[src/rtl/rtc_bcd_calendar.sv]
module rtc_bcd_calendar (
  input  logic       clk,
  input  logic       rst_n,
  input  logic       tick,
  input  logic [7:0] wr_data,
  input  logic       ld_sec,
  input  logic       ld_min,
  input  logic       ld_hour,
  input  logic       ld_date,
  input  logic       ld_mon,
  input  logic       ld_dow,
  input  logic       ld_year,
  output logic [7:0] sec_q,
  output logic [7:0] min_q,
  output logic [7:0] hour_q,
  output logic [7:0] date_q,
  output logic [7:0] mon_q,
  output logic [7:0] dow_q,
  output logic [7:0] year_q
);

  function automatic logic [7:0] bcd_inc(input logic [7:0] v);
    bcd_inc = (v[3:0] == 4'd9) ? {v[7:4] + 4'd1, 4'd0} : {v[7:4], v[3:0] + 4'd1};
  endfunction

  logic any_ld, adv;
  logic sec_wrap, min_wrap, hr_carry, day_carry;
  logic is_12h, is_pm, leap;
  logic [1:0] yr_mod4;
  logic [7:0] date_max, hour_nx;

  assign any_ld   = |{ld_sec, ld_min, ld_hour, ld_date, ld_mon, ld_dow, ld_year};
  assign adv      = tick & ~sec_q[7] & ~any_ld;
  assign sec_wrap = sec_q[6:0] == 7'h59;
  assign min_wrap = min_q[6:0] == 7'h59;
  assign hr_carry = sec_wrap & min_wrap;
  assign is_12h   = hour_q[7];
  assign is_pm    = hour_q[5];

  assign day_carry = hr_carry & (is_12h ? (hour_q[4:0] == 5'h11 && is_pm)
                                        : (hour_q[5:0] == 6'h23));

  always_comb begin
    if (is_12h) begin
      if (hour_q[4:0] == 5'h12)      hour_nx = {1'b1, 1'b0, is_pm, 5'h01};
      else if (hour_q[4:0] == 5'h11) hour_nx = {1'b1, 1'b0, ~is_pm, 5'h12};
      else                           hour_nx = {1'b1, 1'b0, is_pm, bcd_inc({3'd0, hour_q[4:0]})[4:0]};
    end else begin
      hour_nx = (hour_q[5:0] == 6'h23) ? 8'h00 : bcd_inc({2'd0, hour_q[5:0]});
    end
  end

  assign yr_mod4 = {year_q[4], 1'b0} + year_q[1:0];
  assign leap    = yr_mod4 == 2'd0;

  always_comb begin
    case (mon_q)
      8'h02:                    date_max = leap ? 8'h29 : 8'h28;
      8'h04, 8'h06, 8'h09, 8'h11: date_max = 8'h30;
      default:                  date_max = 8'h31;
    endcase
  end

  always_ff @(posedge clk) begin
    if (!rst_n) begin
      sec_q  <= 8'h00;
      min_q  <= 8'h00;
      hour_q <= 8'h00;
      date_q <= 8'h01;
      mon_q  <= 8'h01;
      dow_q  <= 8'h01;
      year_q <= 8'h00;
    end else if (any_ld) begin
      if (ld_sec)  sec_q  <= wr_data;
      if (ld_min)  min_q  <= {1'b0, wr_data[6:0]};
      if (ld_hour) hour_q <= {wr_data[7], 1'b0, wr_data[5:0]};
      if (ld_date) date_q <= {2'b00, wr_data[5:0]};
      if (ld_mon)  mon_q  <= {3'b000, wr_data[4:0]};
      if (ld_dow)  dow_q  <= {5'b00000, wr_data[2:0]};
      if (ld_year) year_q <= wr_data;
    end else if (adv) begin
      sec_q <= sec_wrap ? 8'h00 : bcd_inc(sec_q);
      if (sec_wrap) min_q <= min_wrap ? 8'h00 : bcd_inc(min_q);
      if (hr_carry) hour_q <= hour_nx;
      if (day_carry) begin
        dow_q <= (dow_q == 8'h07) ? 8'h01 : dow_q + 8'h01;
        if (date_q == date_max) begin
          date_q <= 8'h01;
          if (mon_q == 8'h12) begin
            mon_q  <= 8'h01;
            year_q <= (year_q == 8'h99) ? 8'h00 : bcd_inc(year_q);
          end else begin
            mon_q <= bcd_inc(mon_q);
          end
        end else begin
          date_q <= bcd_inc(date_q);
        end
      end
    end
  end

  p_halt_freeze_r2: assert property (@(posedge clk) disable iff (!rst_n)
    (sec_q[7] && !any_ld) |=> $stable({sec_q, min_q, hour_q, date_q, mon_q, dow_q, year_q}));

  p_sec_wrap_r3: assert property (@(posedge clk) disable iff (!rst_n)
    (tick && !any_ld && sec_q == 8'h59) |=> (sec_q == 8'h00 && min_q != $past(min_q)));

  p_hour_wrap_r4: assert property (@(posedge clk) disable iff (!rst_n)
    (adv && hr_carry && hour_q == 8'h23) |=> (hour_q == 8'h00 && dow_q != $past(dow_q)));

  p_mode_kept_r5: assert property (@(posedge clk) disable iff (!rst_n)
    !any_ld |=> hour_q[7] == $past(hour_q[7]));

  p_dow_range_r9: assert property (@(posedge clk) disable iff (!rst_n)
    (!any_ld && dow_q >= 8'h01 && dow_q <= 8'h07) |=> (dow_q >= 8'h01 && dow_q <= 8'h07));

  p_load_wins_r10: assert property (@(posedge clk) disable iff (!rst_n)
    ld_sec |=> sec_q == $past(wr_data));

  p_tick_dropped_r10: assert property (@(posedge clk) disable iff (!rst_n)
    (any_ld && !ld_sec) |=> $stable(sec_q));

endmodule

[config.mk]
export PLATFORM = sky130hd
export DESIGN_NAME = rtc_bcd_calendar
export DESIGN_NICKNAME = d
export VERILOG_FILES = /design/src/rtl/rtc_bcd_calendar.sv
export SDC_FILE = /design/constraint.sdc
export NUM_CORES = 1
export LEC_CHECK = 0
export ABC_AREA = 1
export BUFFER_PORTS_ARGS = -buffer_cell sky130_fd_sc_hd__buf_4
export CORE_ASPECT_RATIO = 1.4
export CORE_MARGIN = 8
export CORE_UTILIZATION = 45
export CTS_CLUSTER_DIAMETER = 80
export DETAILED_ROUTE_END_ITERATION = 6
export GPL_ROUTABILITY_DRIVEN = 0
export PLACE_DENSITY = 0.7
export SKIP_CTS_REPAIR_TIMING = 1
export SLEW_MARGIN = 20
export SYNTH_ARGS = -nofsm -noshare
export SYNTH_HDL_FRONTEND = slang
export SYNTH_SLANG_ARGS = --single-unit
[constraint.sdc]
create_clock -name clk -period 1.6 [get_ports clk]
set_input_delay 0.32 -clock clk [delete_from_list [all_inputs] [get_ports clk]]
set_output_delay 0.32 -clock clk [all_outputs]
set_load 0.01 [all_outputs]
; ---- Word-level counts from Yosys, hierarchy flattened
; Index checks and enable logic that the tools add are counted.
[classes]
n_mux = 50
eq_ne = 30
reduce_logical = 30
n_bitwise = 7
add_sub_neg = 15
[op_table]
columns = operator, n
row1 = two-way mux 8 bit, 42
row2 = "adder 4 x 1 -> 4 bit, second input constant", 11
row3 = "== test 4 bit, second input constant", 6
row4 = "== test 8 x 3 -> 1 bit, second input constant", 3
row5 = "== test 8 x 5 -> 1 bit, second input constant", 2
row6 = AND reduction 3 bit, 5
row7 = AND reduction 5 bit, 3
row8 = nonzero test 3 bit, 5
row9 = "== test 7 bit, second input constant", 2
row10 = two-way mux 7 bit, 2
row11 = "inequality test 2 bit, second input constant", 7
row12 = two-way mux 6 bit, 2
row13 = AND reduction 4 bit, 3
row14 = AND reduction 6 bit, 2
row15 = nonzero test 2 bit, 6
row16 = "== test 5 bit, second input constant", 2
row17 = case mux 5 bit (2 select lines), 1
row18 = "adder 8 x 1 -> 8 bit, second input constant", 1
row19 = "== test 8 x 2 -> 1 bit, second input constant", 1
row20 = "== test 8 x 4 -> 1 bit, second input constant", 1
row21 = == test 8 bit, 1
row22 = "== test 8 bit, second input constant", 1
row23 = OR reduction 7 bit, 1
row24 = "== test 6 bit, second input constant", 1
row25 = 15 further kinds, 21
[totals]
out_inout_bits = 56
input_bits = 18
ff_bits = 56

; ---- Logic depth before layout (Yosys ltp)
[logic_depth]
depth_word = 9
ltp_mapped = 15
depth_no_buf = 15

; ---- Least setup slack after synthesis
; Ideal clock, no wire load.
[synth_timing]
kind = reg2reg
from = register sec_q[4]
to = register year_q[0]
stages_incl_launch_ff = 11
path_slack_ps = -252
arrival_ps = 1720
path_buffers = 0
cell_sequence = dfxtp_1 -> ha_1 -> nand2_1 -> clkinv_1 -> nand4_1 -> nor2_1 -> nand3_4 -> a21oi_1 -> nand2_1 -> nand2_1 -> a21oi_1
[synth_between]
elab_chain_len = 5
[synth_rtl]
columns = element, line_no
row1 = from (decl), 13  ; output logic [7:0] sec_q,
row2 = from (signal assigned), 74  ; if (ld_sec) sec_q <= wr_data;
row3 = from (signal assigned), 82  ; sec_q <= sec_wrap ? 8'h00 : bcd_inc(sec_q);
row4 = == test 7 bit, 34  ; assign sec_wrap = sec_q[6:0] == 7'h59;
row5 = bitwise AND 1 bit, 36  ; assign hr_carry = sec_wrap & min_wrap;
row6 = bitwise AND 1 bit, 40  ; assign day_carry = hr_carry & (is_12h ? (hour_q[4:0] == 5'h11 && is_pm)
row7 = nonzero test 2 bit (no line), -
row8 = AND reduction 5 bit (no line), -
row9 = to (signal assigned), 80  ; if (ld_year) year_q <= wr_data;
row10 = to (signal assigned), 91  ; year_q <= (year_q == 8'h99) ? 8'h00 : bcd_inc(year_q);
row11 = to (decl), 19  ; output logic [7:0] year_q
; No other way between the ends.
; A chain may end at the register's enable or synchronous reset.

; ---- Final worst setup path
[layout_timing]
from = register sec_q[5]
to = register mon_q[7]
[layout_between]
elab_chain_len = 5
[layout_rtl]
columns = element, line_no
row1 = == test 7 bit, 34
row2 = bitwise AND 1 bit, 36
row3 = bitwise AND 1 bit, 40
row4 = nonzero test 2 bit (no line), -
row5 = AND reduction 5 bit (no line), -
row6 = to (signal assigned), 78  ; if (ld_mon) mon_q <= {3'b000, wr_data[4:0]};
row7 = to (signal assigned), 93  ; mon_q <= bcd_inc(mon_q);
row8 = to (decl), 17  ; output logic [7:0] mon_q,
; No other way between the ends.

==> results.toml <==
[finish]
synthToLayoutAreaGrowth_pct = 58.0
layout.cells.non_filler = 873
drive_above_1_share_pct = 40.6
nFillCells = 604
final_core_util_pct = 73.1
antenna_cells = 0
fin_nets = 803

[critical_path]
worst_ep_arrival_time_ns = 2.16
critPathKind = "reg -> reg"
slowest_stage = "dfxtp_2"
worstPathRequired_ns = 1.84
worstSetupEndpointType = "flop"
crit_path_start_kind = "flop"
crit_fanout = 6
critical_path.most_common_cell = "inv_2"
critPathMaxStageDelay_ns = 0.33
path_cells = "inv_2 > ha_4 > nand2_2 > inv_2 > nand4_1 > nor2_2 > nand3_4 > a21oi_4 > buf_6 > nand3_1 > a21oi_2"
worst-path-buf-inv = 3
rrSetupSlack_ns = -0.33
path_delay_family = "simple AND/OR/NAND/NOR gates"

[detailed_routing]
via_count = 4736
wl_per_cell_um = 15.9
drc = 0
dr.pass1.iters = 5
postRouteAntennaNets = 0
avgViaCountPerCell = 5.42
drt_wl_total_mm = 13.9
drt_iter0_markers = 298

[logic_synthesis]
ys_types = 41
synthSimpleGateAreaFrac_pct = 32.5
synth_xor_area_share_pct = 3.71
synth_compound_area_share_pct = 18.3
synth_ff_type = "dfxtp_1"
async_reset_ff_share_pct = 0
synth_area_um2 = 3770
syn_nets = 608
yosysWarnings = 0
synth_fa_ha_area_share_pct = 4.98
seq_area_frac_synth_pct = 29.7
synth.avg_cell_area_um2 = 6.56
syn_inst = 575
yosys_register_bits = 56
synth_top_family_by_area = "simple AND/OR/NAND/NOR gates"
muxShareOfSynthArea_pct = 0
synth-edff-count = 0

[min_path]
hold_path.class = "in -> reg"

[place]
dp_cells = 851
hpwl_mm = 9.84
pre_cts_slack_ns = -0.281
port_buffers = 73

[floorplanning]
initial_core_util_pct = 46.3
die-area_um2 = 11600
die_height_um = 124
io_pins = 74
rows = 39
die_x_um = 93.4
core_area_um2 = 8150

[global_route]
track_usage_pct = 20.8
grt_pass1_wl_mm = 20.0
grt_pass1_vias = 4280
grt_overflow = 0
grt_max_degree = 33
antenna_found_initial = 0

[pwr]
p_per_area_nw_per_um2 = 640
cellLeakagePower_nw = 2.85
irDropWorstVdd_v = 0.000548
total_power_mw = 3.82

[timing]
holdWs_ns = 0.320
tightest_slew_ns = 0.454
clock_skew_ns = 0.00532
min_period_over_period_pct = 120
setup_ws_ns = -0.326
fmax_mhz = 519
min_period_ns = 1.93
rsz0062_at_grt = "yes"
slew_violations = 0
setup_viol = 39
relSlewSlack_pct = 69.6
finalHoldViolCount = 0

[clocking]
clk_path_buf_depth = 2
cts_buffers = 5
insertion_delay_ns = 0.30
cts_max_level = 2
tritoncts = "yes"
cts.sinks = 56
root_buffer = "clkbuf_16"
clk_pin_slew_ns = 0.07

[run]
cap_viol_max_count = 0

[run_status]
violations = "negative setup slack"
status = "complete, but fails checks"
final timing paths:
check,start,depth (start not counted),end
hold / removal,ld_hour,3,hour_q[7]
setup / recovery,sec_q[5],11,mon_q[7]
hold reg to reg,min_q[7],2,min_q[7]
setup reg to reg,sec_q[5],11,mon_q[7]
report_power, final:
| part | internal [mW] | switching (mW) | leakage [nW] |
|---|---|---|---|
| clock | 0.676 | 0.542 | 0.0790 |
| combinational | 0.491 | 0.570 | 2.31 |
| sequential | 1.47 | 0.0647 | 0.467 |
| total | 2.64 | 1.18 | 2.85 |
worst min-delay path: cells and delay by family:
family / cells / cell delay (ns)
buffers and inverters: 2 / 0.20
AOI/OAI and AO/OA: 1 / 0.05
layout make-up:
class / count / area [µm²] / share of cell area (%)
Inverter: 87 / 337 / 5.65
Timing Repair Buffer: 199 / 1560 / 26.1
Clock inverter: 1 / 5.00 / 0.0840
Sequential cell: 56 / 1140 / 19.2
Multi-Input combinational cell: 421 / 2640 / 44.3
Tap cell: 102 / 128 / 2.14
Clock buffer: 7 / 154 / 2.58
cell usage after synthesis (3+ instances only):
library cell	n	area, µm²
xnor2_1	3	26.3
inv_2	5	18.8
xor2_1	13	114
buf_2	3	15.0
dfxtp_1	56	1120
o21ai_0	42	210
clkbuf_1	5	18.8
or2_2	3	18.8
ha_1	15	188
nand3b_1	3	22.5
nand3_1	52	260
inv_1	81	304
a31oi_1	11	68.8
a21oi_1	41	205
nand4_1	10	62.6
nand3_2	3	30.0
nand2_2	4	25.0
o211ai_1	3	22.5
buf_6	3	33.8
nand2_1	103	387
nor2_2	7	43.8
nor2_1	64	240
a211oi_1	4	30.0
o21a_1	4	30.0
nor3_1	14	70.1
layer usage:
metal  part of all wire [%]  vias up  global-route usage, %
met5                      0        -                      0
met4                    3.5        0                   8.00
met3                    5.5       39                   4.40
met2                     52      176                   36.2
met1                     39     2236                   23.6
li1                       -     2285                      -
cells in the final DEF, fill, tap and decap left out, types with 5 or more instances in the layout:
| master | instances |
|---|---|
| clkbuf_16 | 6 |
| o21ai_2 | 11 |
| inv_1 | 74 |
| a21oi_2 | 8 |
| dfxtp_2 | 5 |
| nor3_1 | 12 |
| dfxtp_1 | 47 |
| nand4_1 | 10 |
| buf_6 | 8 |
| ha_1 | 12 |
| nor2_2 | 8 |
| a21oi_1 | 35 |
| nand3_1 | 38 |
| xor2_1 | 13 |
| inv_2 | 10 |
| nand2_1 | 93 |
| nand3_2 | 15 |
| buf_4 | 188 |
| nor2_1 | 57 |
| nand2_2 | 8 |
| nand2_4 | 6 |
| a31oi_1 | 11 |
| o21ai_0 | 29 |
| nor2_4 | 7 |
cell families after synthesis:
logic type / count (synthesis)
fa+ha+maj: 15
buf+inv: 100
simple gates: 269
xor+xnor: 16
compound gates: 119
flops: 56
through the flow:
step                instance area (µm²)  setup TNS [ns]
finish                             5960           -8.09
global route                       5960          -12.45
CTS                                5530           -6.11
detailed placement                 5370          -10.06
global placement                   5370           -7.22
floorplan                          3880           -1.27
registers in the layout, summed over array words and instances, names as in the netlist:
name,flops
min_q,8
date_q,8
sec_q,8
hour_q,8
year_q,8
mon_q,8
dow_q,8
(Power assumes the default switching activity.)
